`src/rtl/mii_rx_pkg.sv`:
```
package mii_rx_pkg;

   typedef enum logic {
      SPD_10  = 1'b0,
      SPD_100 = 1'b1
   } speed_e;

   localparam int unsigned NIB_W_DEF = 4;

endpackage

```
`src/rtl/mii_speed_hold.sv`:
```
module mii_speed_hold
   import mii_rx_pkg::*;
(
   input  logic   clk,
   input  logic   rst,
   input  logic   mode_100,
   input  logic   rx_dv,
   input  logic   seg_busy,
   output speed_e spd
);

   speed_e spd_q;
   logic   idle_w;

   assign idle_w = !rx_dv && !seg_busy;

   always_ff @(posedge clk) begin
      if (rst)
         spd_q <= speed_e'(mode_100);
      else if (idle_w)
         spd_q <= speed_e'(mode_100);
   end

   assign spd = spd_q;


   spd_held_chk: assert property (@(posedge clk) disable iff (rst)
      (rx_dv || seg_busy) |=> $stable(spd_q));

endmodule

```
`src/rtl/mii_frame_track.sv`:
```
module mii_frame_track
   import mii_rx_pkg::*;
#(
   parameter int unsigned NIB_W     = NIB_W_DEF,
   parameter bit          STRIP_EFD = 1'b1
)(
   input  logic             clk,
   input  logic             rst,
   input  speed_e           spd,
   input  logic [NIB_W-1:0] seg_nib,
   input  logic             seg_vld,
   input  logic             seg_sfd,
   input  logic             seg_efd,
   input  logic             seg_err,
   input  logic             mac_txen,
   output logic             frm_on,
   output logic             dv_d,
   output logic [NIB_W-1:0] rxd_d,
   output logic             er_d
);

   localparam logic [NIB_W-1:0] NIB_ZERO = '0;

   logic is_100;
   logic in_frm_q;
   logic own_q;
   logic own_eff;
   logic done_q;
   logic done_n;
   logic cut_w;

   if (NIB_W < 1) begin : g_bad_width
      $error("mii_frame_track: NIB_W must be at least 1");
   end

   assign is_100  = (spd == SPD_100);
   assign frm_on  = seg_vld || (is_100 && seg_sfd);
   assign own_eff = in_frm_q ? own_q : mac_txen;

   if (STRIP_EFD) begin : g_strip
      assign done_n = frm_on && (done_q || (is_100 && seg_efd));
      assign cut_w  = is_100 && (seg_efd || done_q);
   end else begin : g_keep
      assign done_n = 1'b0;
      assign cut_w  = 1'b0;
   end

   always_ff @(posedge clk) begin
      if (rst) begin
         in_frm_q <= 1'b0;
         own_q    <= 1'b0;
         done_q   <= 1'b0;
      end else begin
         in_frm_q <= frm_on;
         own_q    <= frm_on && own_eff;
         done_q   <= done_n;
      end
   end

   always_comb begin
      dv_d  = frm_on && !own_eff && !cut_w;
      rxd_d = dv_d ? seg_nib : NIB_ZERO;
      er_d  = is_100 && seg_err && frm_on && !own_eff;
   end


   own_frame_chk: assert property (@(posedge clk) disable iff (rst)
      (in_frm_q && own_q && frm_on) |-> !dv_d);


   sfd_open_chk: assert property (@(posedge clk) disable iff (rst)
      (is_100 && seg_sfd && !own_eff && !done_q && !seg_efd) |-> dv_d);

endmodule

```
`src/rtl/mii_status_out.sv`:
```
module mii_status_out
   import mii_rx_pkg::*;
#(
   parameter int unsigned NIB_W = NIB_W_DEF
)(
   input  logic             clk,
   input  logic             rst,
   input  speed_e           spd,
   input  logic             dv_d,
   input  logic [NIB_W-1:0] rxd_d,
   input  logic             er_d,
   input  logic             seg_act,
   input  logic             seg_col,
   input  logic             mac_txen,
   output logic             rx_dv,
   output logic [NIB_W-1:0] rxd,
   output logic             rx_er,
   output logic             crs,
   output logic             col
);

   logic crs_d;

   assign crs_d = seg_act || seg_col || mac_txen;

   always_ff @(posedge clk) begin
      if (rst) begin
         rx_dv <= 1'b0;
         rxd   <= '0;
         rx_er <= 1'b0;
         crs   <= 1'b0;
         col   <= 1'b0;
      end else begin
         rx_dv <= dv_d;
         rxd   <= rxd_d;
         rx_er <= er_d;
         crs   <= crs_d;
         col   <= seg_col;
      end
   end


   er_low_10_chk: assert property (@(posedge clk) disable iff (rst)
      (spd == SPD_10) |=> !rx_er);


   rst_clear_chk: assert property (@(posedge clk)
      rst |=> (!rx_dv && !rx_er && !crs && !col && (rxd == '0)));

endmodule

```
`src/rtl/mii_rx_status.sv`:
```
module mii_rx_status
   import mii_rx_pkg::*;
#(
   parameter int unsigned NIB_W     = NIB_W_DEF,
   parameter bit          STRIP_EFD = 1'b1
)(
   input  logic             clk,
   input  logic             rst,
   input  logic             mode_100,
   input  logic [NIB_W-1:0] seg_nib,
   input  logic             seg_vld,
   input  logic             seg_sfd,
   input  logic             seg_efd,
   input  logic             seg_err,
   input  logic             seg_act,
   input  logic             seg_col,
   input  logic             mac_txen,
   output logic             rx_dv,
   output logic [NIB_W-1:0] rxd,
   output logic             rx_er,
   output logic             crs,
   output logic             col
);

   speed_e           spd;
   logic             frm_on;
   logic             dv_d;
   logic [NIB_W-1:0] rxd_d;
   logic             er_d;

   mii_speed_hold u_speed (
      .clk      (clk),
      .rst      (rst),
      .mode_100 (mode_100),
      .rx_dv    (rx_dv),
      .seg_busy (seg_vld || seg_sfd),
      .spd      (spd)
   );

   mii_frame_track #(
      .NIB_W     (NIB_W),
      .STRIP_EFD (STRIP_EFD)
   ) u_track (
      .clk      (clk),
      .rst      (rst),
      .spd      (spd),
      .seg_nib  (seg_nib),
      .seg_vld  (seg_vld),
      .seg_sfd  (seg_sfd),
      .seg_efd  (seg_efd),
      .seg_err  (seg_err),
      .mac_txen (mac_txen),
      .frm_on   (frm_on),
      .dv_d     (dv_d),
      .rxd_d    (rxd_d),
      .er_d     (er_d)
   );

   mii_status_out #(
      .NIB_W (NIB_W)
   ) u_out (
      .clk      (clk),
      .rst      (rst),
      .spd      (spd),
      .dv_d     (dv_d),
      .rxd_d    (rxd_d),
      .er_d     (er_d),
      .seg_act  (seg_act),
      .seg_col  (seg_col),
      .mac_txen (mac_txen),
      .rx_dv    (rx_dv),
      .rxd      (rxd),
      .rx_er    (rx_er),
      .crs      (crs),
      .col      (col)
   );


   crs_src_chk: assert property (@(posedge clk) disable iff (rst)
      (seg_act || seg_col || mac_txen) |=> crs);


   col_follow_chk: assert property (@(posedge clk) disable iff (rst)
      seg_col |=> col);


   dv_nogap_chk: assert property (@(posedge clk) disable iff (rst)
      (rx_dv && seg_vld && !seg_efd) |=> rx_dv);


   rxd_idle_chk: assert property (@(posedge clk) disable iff (rst)
      !frm_on |=> (rxd == '0));

endmodule

```
`config.mk`:
```
export PLATFORM = sky130hd
export DESIGN_NAME = mii_rx_status
export DESIGN_NICKNAME = d
export VERILOG_FILES = /design/src/rtl/mii_rx_pkg.sv /design/src/rtl/mii_speed_hold.sv /design/src/rtl/mii_frame_track.sv /design/src/rtl/mii_status_out.sv /design/src/rtl/mii_rx_status.sv
export SDC_FILE = /design/constraint.sdc
export NUM_CORES = 1
export LEC_CHECK = 0
export ABC_AREA = 0
export BUFFER_PORTS_ARGS = -buffer_cell sky130_fd_sc_hd__buf_4
export CORE_AREA = 4 4 41 43
export DETAILED_ROUTE_END_ITERATION = 10
export DIE_AREA = 0 0 45 47
export PLACE_DENSITY_LB_ADDON = 0.1
export SETUP_SLACK_MARGIN = 0.15
export SLEW_MARGIN = 20
export SYNTH_ARGS = -nofsm -noshare
export SYNTH_HDL_FRONTEND = slang
export SYNTH_SLANG_ARGS = --single-unit
```
`constraint.sdc`:
```
create_clock -name clk -period 1.12 [get_ports clk]
set_clock_uncertainty 0.15 [all_clocks]
set_input_delay 0.056 -clock clk [delete_from_list [all_inputs] [get_ports clk]]
set_output_delay 0.056 -clock clk [all_outputs]
set_load 0.01 [all_outputs]
```
==> results of run 1 <==
## worst register-to-register path: stages, from the launching register on
cell and delay, ns:
dfxtp_2 0.34, mux2_4 0.35, nor4_2 0.24
## what timing repair did
| action | in CTS | in global routing |
|---|---|---|
| gates resized for setup | 11 | 4 |
| endpoints found under the hold margin | 12 | 7 |
| gates cloned | 1 | 0 |
| pin swaps | 7 | 7 |
| hold buffers | 8 | 1 |
| setup buffers | 1 | 0 |
| endpoints found under the setup margin | 10 | 10 |
## path summary, 6_finish.rpt
check                                      start        endpoint  slack (ns)  cells past startpoint
worst max register to register  u_track.in_frm_q     u_out.rx_er       -0.03                      2
worst min-delay path                         rst     u_out.rx_dv        -0.1                      2
worst max-delay path            u_track.in_frm_q     u_out.rx_er       -0.03                      2
worst min register to register    u_track.done_q  u_track.done_q        0.38                      2
## layer usage
layer  GRT usage  share of wire  vias up
met2       0.169           0.50       14
met4      0.0877          0.024        0
met3      0.0345          0.071        4
met5           0              0        -
li1            -              -      211
met1       0.118           0.40      193
## placed cells by master (no fill, tap or decap), types with 2 or more instances in the layout
master         Yosys  layout
nor4_2             0       4
dfxtp_2            0       2
nand2b_1           4       4
buf_6              0       2
nor3_2             0       2
a21oi_4            0       2
nor3_1             4       2
buf_4              0      22
clkbuf_4           0       3
dfxtp_1           11       9
dlygate4sd3_1      0       9
nor2_1             2       2
## cell type report
| type | count | area share |
|---|---|---|
| timing repair buffer | 33 | 0.343 |
| sequential | 12 | 0.312 |
| multi-input combinational | 25 | 0.289 |
| clock buffer | 4 | 0.0325 |
| tap | 15 | 0.0232 |
## power by group through the flow
stage          Clock (mW)  Sequential [mW]  Combinational, mW
6_report            0.285            0.466              0.197
5_1_grt             0.313            0.468              0.213
4_1_cts             0.290            0.465              0.184
3_5_place_dp            0            0.476              0.131
3_3_place_gp            0            0.476              0.130
2_1_floorplan           0            0.483             0.0476
## stage by stage
| step | std cells | hold WS [ns] |
|---|---|---|
| finish | 89 | -0.0998 |
| global placement | 74 | 0.0881 |
| CTS | 88 | -0.133 |
| floorplan | 37 | 0.00487 |
| detailed placement | 74 | 0.0868 |
| global route | 89 | -0.0967 |
## state kept, by name, summed over array words and instances (netlist names)
register / cells
u_track.done_q: 1
u_track.own_q: 1
u_out.rxd: 4
u_speed.spd: 1
u_out.col: 1
u_out.rx_dv: 1
u_out.crs: 1
u_track.in_frm_q: 1
u_out.rx_er: 1
## logic make-up (layout without fill, tap and decap cells)
kind of cell    count (synthesis)  count (layout)
compound gates                  3               4
buf+inv                         1              37
flops                          12              12
mux                             2               2
simple gates                   19              19
==> impl_metrics.toml, run 1 <==
[run_status]
status = "complete, but fails checks"
violations = "negative hold slack, negative setup slack"

[logic_synthesis]
synthMuxAreaShare = 0.0615
synth.largest_area_cell = "dfxtp_1"
yosys-top-cells-area = "dfxtp_1 (54%), nor4_1 (9.2%), edfxtp_1 (7.4%)"
synth-seq-cells = 12
synth_top_area_share = 0.542
yosysSeqAreaShare = 0.615
synth_top_family_by_area = "simple AND/OR/NAND/NOR gates"
synth_edf_count = 1
syn-cell-area_um2 = 407
synthTopCellsByCount = "dfxtp_1 (11), nor4_1 (6), nand2b_1 (4), nor3_1 (4), nor2_1 (2)"
synth.avg_cell_area_um2 = 11.0
syn_inst = 37
synth_fa_ha_area_frac = 0
synth_warnings = 0
synth-compound-area-share = 0.0523
synth_ff_type = "dfxtp_1"
synth-xor-area-share = 0
synth.most_common_cell = "dfxtp_1"
synth.distinct_cells = 15
async_flop_share = 0
synthSimpleGateAreaFrac = 0.262
syn_nets = 51

[detailed_routing]
wl_per_cell_um = 11.8
vias_per_cell = 4.74
dr.first_iter.drc_count = 1
vias = 422
drc_errors = 0
wl_um = 1050
postRouteAntennaNets = 0
firstDrtPassIters = 3

[timing]
worst_slack_ns = -0.0306
fin_crit_sh = 1.03
slew_headroom = 0.844
finalHoldViolCount = 8
setup_viol = 7
min_period_ns = 1.15
drv_slew = 0
tns_ns = -0.0992
worst_hold_slack_ns = -0.0998
rsz0062_at_grt = "true"
max_freq_mhz = 869
max_slew.worst_pin.slew_ns = 0.233

[cells_and_area]
insertedDiodeCount = 0
finalInstanceArea_um2 = 810
regArea_um2 = 253
syn_to_final_growth_pct = 99.1
layout-drive-gt1-share = 0.568
fin_nets = 89
nFillCells = 119
multi_input_area_um2 = 234
final_util = 0.622

[floorplan]
die_h_um = 47
die-area_um2 = 2120
die_w_um = 45
io_pins = 22
initial_utilization = 0.313
row_count = 13
core-area_um2 = 1300

[critical_path]
critical_path_buf_inv_count = 0
crit_chain = "mux2_4, nor4_2"
max_stage_delay_ns = 0.35
crit_required_ns = 1.17
critical-path-top-delay-family = "multiplexers"
cp_max_fo = 6
crit_path_end_kind = "register"
critPathSlowestCell = "mux2_4"
crit_type = "reg -> reg"
cp-start-kind = "register"
critPathArrivalTime_ns = 1.20

[power_and_ir_drop]
p_comb_frac = 0.207
p_int_mw = 0.708
switchingPower_mw = 0.239
p_per_area_nw_per_um2 = 1170
power.share.clock = 0.301
leakagePower_nw = 0.332
vdd.ir_drop.worst_mv = 0.748
seqPwrFrac = 0.492
swShare = 0.253
p_total_mw = 0.948

[clock_tree]
cts_htree_levels = 1
cts_root_buf = "clkbuf_4"
clkSinkCount = 12
path_clk_slew_ns = 0.08
cts_inserted_buffers = 3
cts_tree = "built"
clockBufferDepth = 2
clock_latency_ns = 0.27

[global_route]
grt_overflow = 0
track_usage = 0.107
antenna_found_initial = 0
grt_max_degree = 13
first_global_vias = 374
grt_pass1_wl_um = 1590

[hold_path]
hold_class = "in -> reg"

[place]
dp_hpwl_um = 647
dp_slack_ns = -0.0578
gp_congestion = 0.635
dpl_cell_area_um2 = 603
place.port_buffers = 21

[job]
cap_viol_max_count = 0
Note: power is estimated with default switching activity, not from simulation.
==> run 2, diff against run 1 <==
--- a/constraint.sdc
+++ b/constraint.sdc
@@ -4,2 +4,2 @@
 set_output_delay 0.056 -clock clk [all_outputs]
-set_load 0.01 [all_outputs]
+set_load 0.1 [all_outputs]
==> impl_metrics.toml, run 2 (same netlist as run 1, synthesis figures left out) <==
[critical_path]
cp-start-kind = "register"
max_stage_delay_ns = 0.38
cp.depth = 2
crit_required_ns = 1.15
critical_path_buf_inv_count = 0
critPathArrivalTime_ns = 1.20
r2r_cells = 2
r2r-start = "u_track.in_frm_q"
cp_max_fo = 6
crit_start = "u_track.in_frm_q"
crit_type = "reg -> reg"
crit_chain = "mux2_4, nor4_4"
critPathSlowestCell = "mux2_4"
timing.critical_path.to = "u_out.rx_dv"
r2r-end = "u_out.rx_dv"
r2r_slack_ns = -0.05
crit_path_end_kind = "register"
critical-path-top-delay-family = "multiplexers"

[cells_and_area]
syn_to_final_growth_pct = 128
final_common_cell = "buf_4"
regMostFlops = "u_out.rxd"
mostFrequentLayoutCells = "buf_4 (15), buf_12 (9), dfxtp_2 (8)"
largest_reg_flops = 4
nFillCells = 98
layout-drive-gt1-share = 0.686
fin_nets = 85
regArea_um2 = 264
insertedDiodeCount = 0
multi_input_area_um2 = 265

[floorplan]
core-area_um2 = 1300
initial_utilization = 0.313
io_pins = 22
row_count = 13
die_h_um = 47
die_w_um = 45
die-area_um2 = 2120

[clock_tree]
path_clk_slew_ns = 0.08
clockBufferDepth = 2
clock_latency_ns = 0.26
cts_tree = "built"
clkSinkCount = 12
cts_root_buf = "clkbuf_4"
cts_inserted_buffers = 3
cts_htree_levels = 1
cts_hold_buf = 6

[place]
gp_congestion = 0.611
place.port_buffers = 21
dp_slack_ns = -0.0784

[timing]
slew_headroom = 0.869
worst_slack_ns = -0.0545
setup_viol = 6
min_period_ns = 1.17
fin_crit_sh = 1.05
rsz0062_at_grt = "true"
max_freq_mhz = 851
drv_slew = 0
worst_hold_slack_ns = -0.0928
max_slew.worst_pin.slew_ns = 0.195
finalHoldViolCount = 10

[power_and_ir_drop]
leakagePower_nw = 0.354
p_per_area_nw_per_um2 = 1160
p_total_mw = 1.08
vdd.ir_drop.worst_mv = 0.776

[global_route]
track_usage = 0.110
grt_max_degree = 13
first_global_vias = 354
antenna_found_initial = 0
grt_overflow = 0
grt_pass1_wl_um = 1620

[run_status]
violations = "negative hold slack, negative setup slack"
status = "complete, but fails checks"

[detailed_routing]
vias_per_cell = 4.49
vias = 382
wl_per_cell_um = 13.0
dr.first_iter.drc_count = 3
wl_um = 1100
drc_errors = 0
firstDrtPassIters = 2
postRouteAntennaNets = 0

[job]
cap_viol_max_count = 0

[hold_path]
hold_class = "in -> reg"
## run 2: cell count changes in the layout (fill, tap and decap cells not counted), moves of 3 or more
cell	delta
nor4_4	+4
nor4_2	-3
dlygate4sd3_1	-3
dfxtp_2	+6
buf_12	+9
buf_4	-7
dfxtp_1	-7
## run 2: routing by layer
metal  part of all wire  vias up  routed length (um)  global-route usage
met1               0.41      172                 450               0.132
met5                  0        -                   0                   0
met3              0.065        0                  72              0.0230
met4                  0        0                   0              0.0351
li1                   -      198                   -                   -
met2               0.52       12                 578               0.198
## run 2: final cells by class
| class | instances | share of cell area |
|---|---|---|
| Clock inverter | 1 | 0.00405 |
| Timing Repair Buffer | 30 | 0.381 |
| Sequential cell | 12 | 0.285 |
| Clock buffer | 3 | 0.0243 |
| Multi-Input combinational cell | 24 | 0.286 |
| Tap cell | 15 | 0.0202 |
## run 2: stage by stage
step / util / setup TNS (ns) / cell area (um^2) / hold WS [ns] / std cells
after floorplan: - / -0.0655 / 435 / 0.00487 / 37
after CTS: 0.671 / -0.180 / 873 / -0.125 / 85
after global placement: 0.479 / -0.143 / 623 / 0.0905 / 74
after detailed placement: 0.479 / -0.263 / 623 / 0.0881 / 74
final: 0.713 / -0.238 / 927 / -0.0928 / 85
after global routing: 0.713 / -0.730 / 927 / -0.0868 / 85
## run 2: tightest hold or removal path, cell delays in order
cell and delay (ns):
buf_4 0.11, nand2b_1 0.07, nor4_2 0.05
## run 2: where the power goes
part | leakage, nW | internal, mW | switching (mW)
logic | 0.235 | 0.151 | 0.182
clock network | 0.0154 | 0.129 | 0.141
registers | 0.104 | 0.457 | 0.0206
## run 2: worst min-delay path by stage
stage,from,endpoint,cells past startpoint
3_3_place_gp,mode_100,u_speed.spd,1
3_5_place_dp,mode_100,u_speed.spd,1
5_1_grt,rst,u_track.in_frm_q,2
4_1_cts,seg_nib[3],u_out.rxd[3],3
6_report,seg_nib[0],u_out.rxd[0],3
2_1_floorplan,mode_100,u_speed.spd,0
## run 2: timing repair
item / in CTS / in global routing
setup buffers: 1 / 0
endpoints found under the setup margin: 18 / 18
gates resized for setup: 32 / 7
endpoints found under the hold margin: 12 / 10
pin swaps: 1 / 3
==> run 3, diff against run 2 <==
Settings changed: CTS_CLUSTER_DIAMETER set to 80.
Clock period 1.12 ns to 1.4 ns, I/O delays scaled along.
==> impl_metrics.toml, run 3 (same netlist as run 1, synthesis figures left out) <==
[power_and_ir_drop]
vdd.ir_drop.worst_mv = 0.599
p_per_area_nw_per_um2 = 1060
leakagePower_nw = 0.332
p_total_mw = 0.841

[timing]
setup_viol = 0
worst_hold_slack_ns = 0.0334
min_period_ns = 1.23
slew_headroom = 0.784
drv_slew = 0
tns_ns = 0
max_slew.worst_pin.slew_ns = 0.323
rsz0062_at_grt = "true"
fin_crit_sh = 0.875
finalHoldViolCount = 0
max_freq_mhz = 816

[global_route]
track_usage = 0.106
grt_max_degree = 13
grt_overflow = 0
first_global_vias = 373
grt_pass1_wl_um = 1590
antenna_found_initial = 0

[critical_path]
crit_required_ns = 1.27
cp-start-kind = "input port"
crit_path_end_kind = "register"
crit_type = "in -> reg"
r2r_cells = 2
critPathArrivalTime_ns = 1.10
cp_max_fo = 12

[detailed_routing]
dr.first_iter.drc_count = 1
wl_per_cell_um = 11.0
firstDrtPassIters = 2
vias_per_cell = 4.42
drc_errors = 0
postRouteAntennaNets = 0
wl_um = 981
vias = 393

[clock_tree]
cts_htree_levels = 1
clkSinkCount = 12
clock_latency_ns = 0.26
path_clk_slew_ns = 0.07
clockBufferDepth = 2
cts_inserted_buffers = 3
cts_root_buf = "clkbuf_4"
cts_tree = "built"

[cells_and_area]
mostFrequentLayoutCells = "buf_4 (21), dlygate4sd3_1 (13), dfxtp_1 (9)"
finalInstanceArea_um2 = 791
fin_nets = 89
layout-drive-gt1-share = 0.486
largest_reg_flops = 4
insertedDiodeCount = 0
syn_to_final_growth_pct = 94.5
final_common_cell = "buf_4"
final_util = 0.608
regMostFlops = "u_out.rxd"

[place]
gp_congestion = 0.645
dp_hpwl_um = 625
dpl_cell_area_um2 = 583
place.port_buffers = 21

[run_status]
status = "completed"

[floorplan]
row_count = 13
die_h_um = 47
die_w_um = 45
core-area_um2 = 1300
initial_utilization = 0.313
die-area_um2 = 2120
io_pins = 22

[hold_path]
hold_class = "in -> reg"
min_path_cells = 3

[job]
cap_viol_max_count = 0
-- run 3: cell types whose count changed in the layout (fill, tap and decap cells not counted), sizes merged --
cell / change
buf: -3
clkbuf: +1
clkinv: -1
dlygate4sd3: +7
-- run 3: worst max-delay path, stage by stage --
cell and delay, ns:
dlygate4sd3_1 0.55, buf_4 0.18, or2_2 0.30
-- run 3: what timing repair did --
item / in CTS / in global routing
hold buffers: 13 / 0
pin swaps: 0 / 1
endpoints found under the setup margin: 1 / 9
resized for setup: 1 / 7
gates cloned: 0 / 0
setup buffers: 0 / 0
hold endpoints to repair: 12 / 0
-- run 3: layer usage --
| layer | track usage | routed length (um) |
|---|---|---|
| met1 | 0.121 | 393 |
| met4 | 0.0351 | 6 |
| met2 | 0.195 | 494 |
| met5 | 0 | 0 |
| met3 | 0.0230 | 87 |
-- run 3: final cells by class --
cell class	count	area, um^2
multi-input combinational	24	193
tap	15	18.8
fill	118	510
clock buffer	4	36.3
sequential	12	255
timing repair buffer	34	288
-- run 3: path summary, 6_finish.rpt --
| check | startpoint | to | slack [ns] |
|---|---|---|---|
| worst max register to register | u_track.in_frm_q | u_out.rxd[2] | 0.18 |
| worst max-delay path | rst | u_speed.spd | 0.17 |
| worst min register to register | u_track.done_q | u_track.done_q | 0.37 |
| worst min-delay path | mac_txen | u_out.rxd[3] | 0.03 |
-- run 3: report_power, final --
| part | switching, mW | total, mW | internal, mW |
|---|---|---|---|
| logic | 0.126 | 0.209 | 0.0837 |
| clock network | 0.102 | 0.259 | 0.158 |
| registers | 0.00892 | 0.373 | 0.364 |
| total | 0.236 | 0.841 | 0.605 |
-- run 3: stage by stage --
| step | setup slack [ns] | std cells |
|---|---|---|
| after floorplan | 0.156 | 37 |
| after global placement | 0.151 | 72 |
| after detailed placement | 0.163 | 72 |
| after CTS | 0.148 | 89 |
| after global routing | 0.120 | 89 |
| final | 0.175 | 89 |
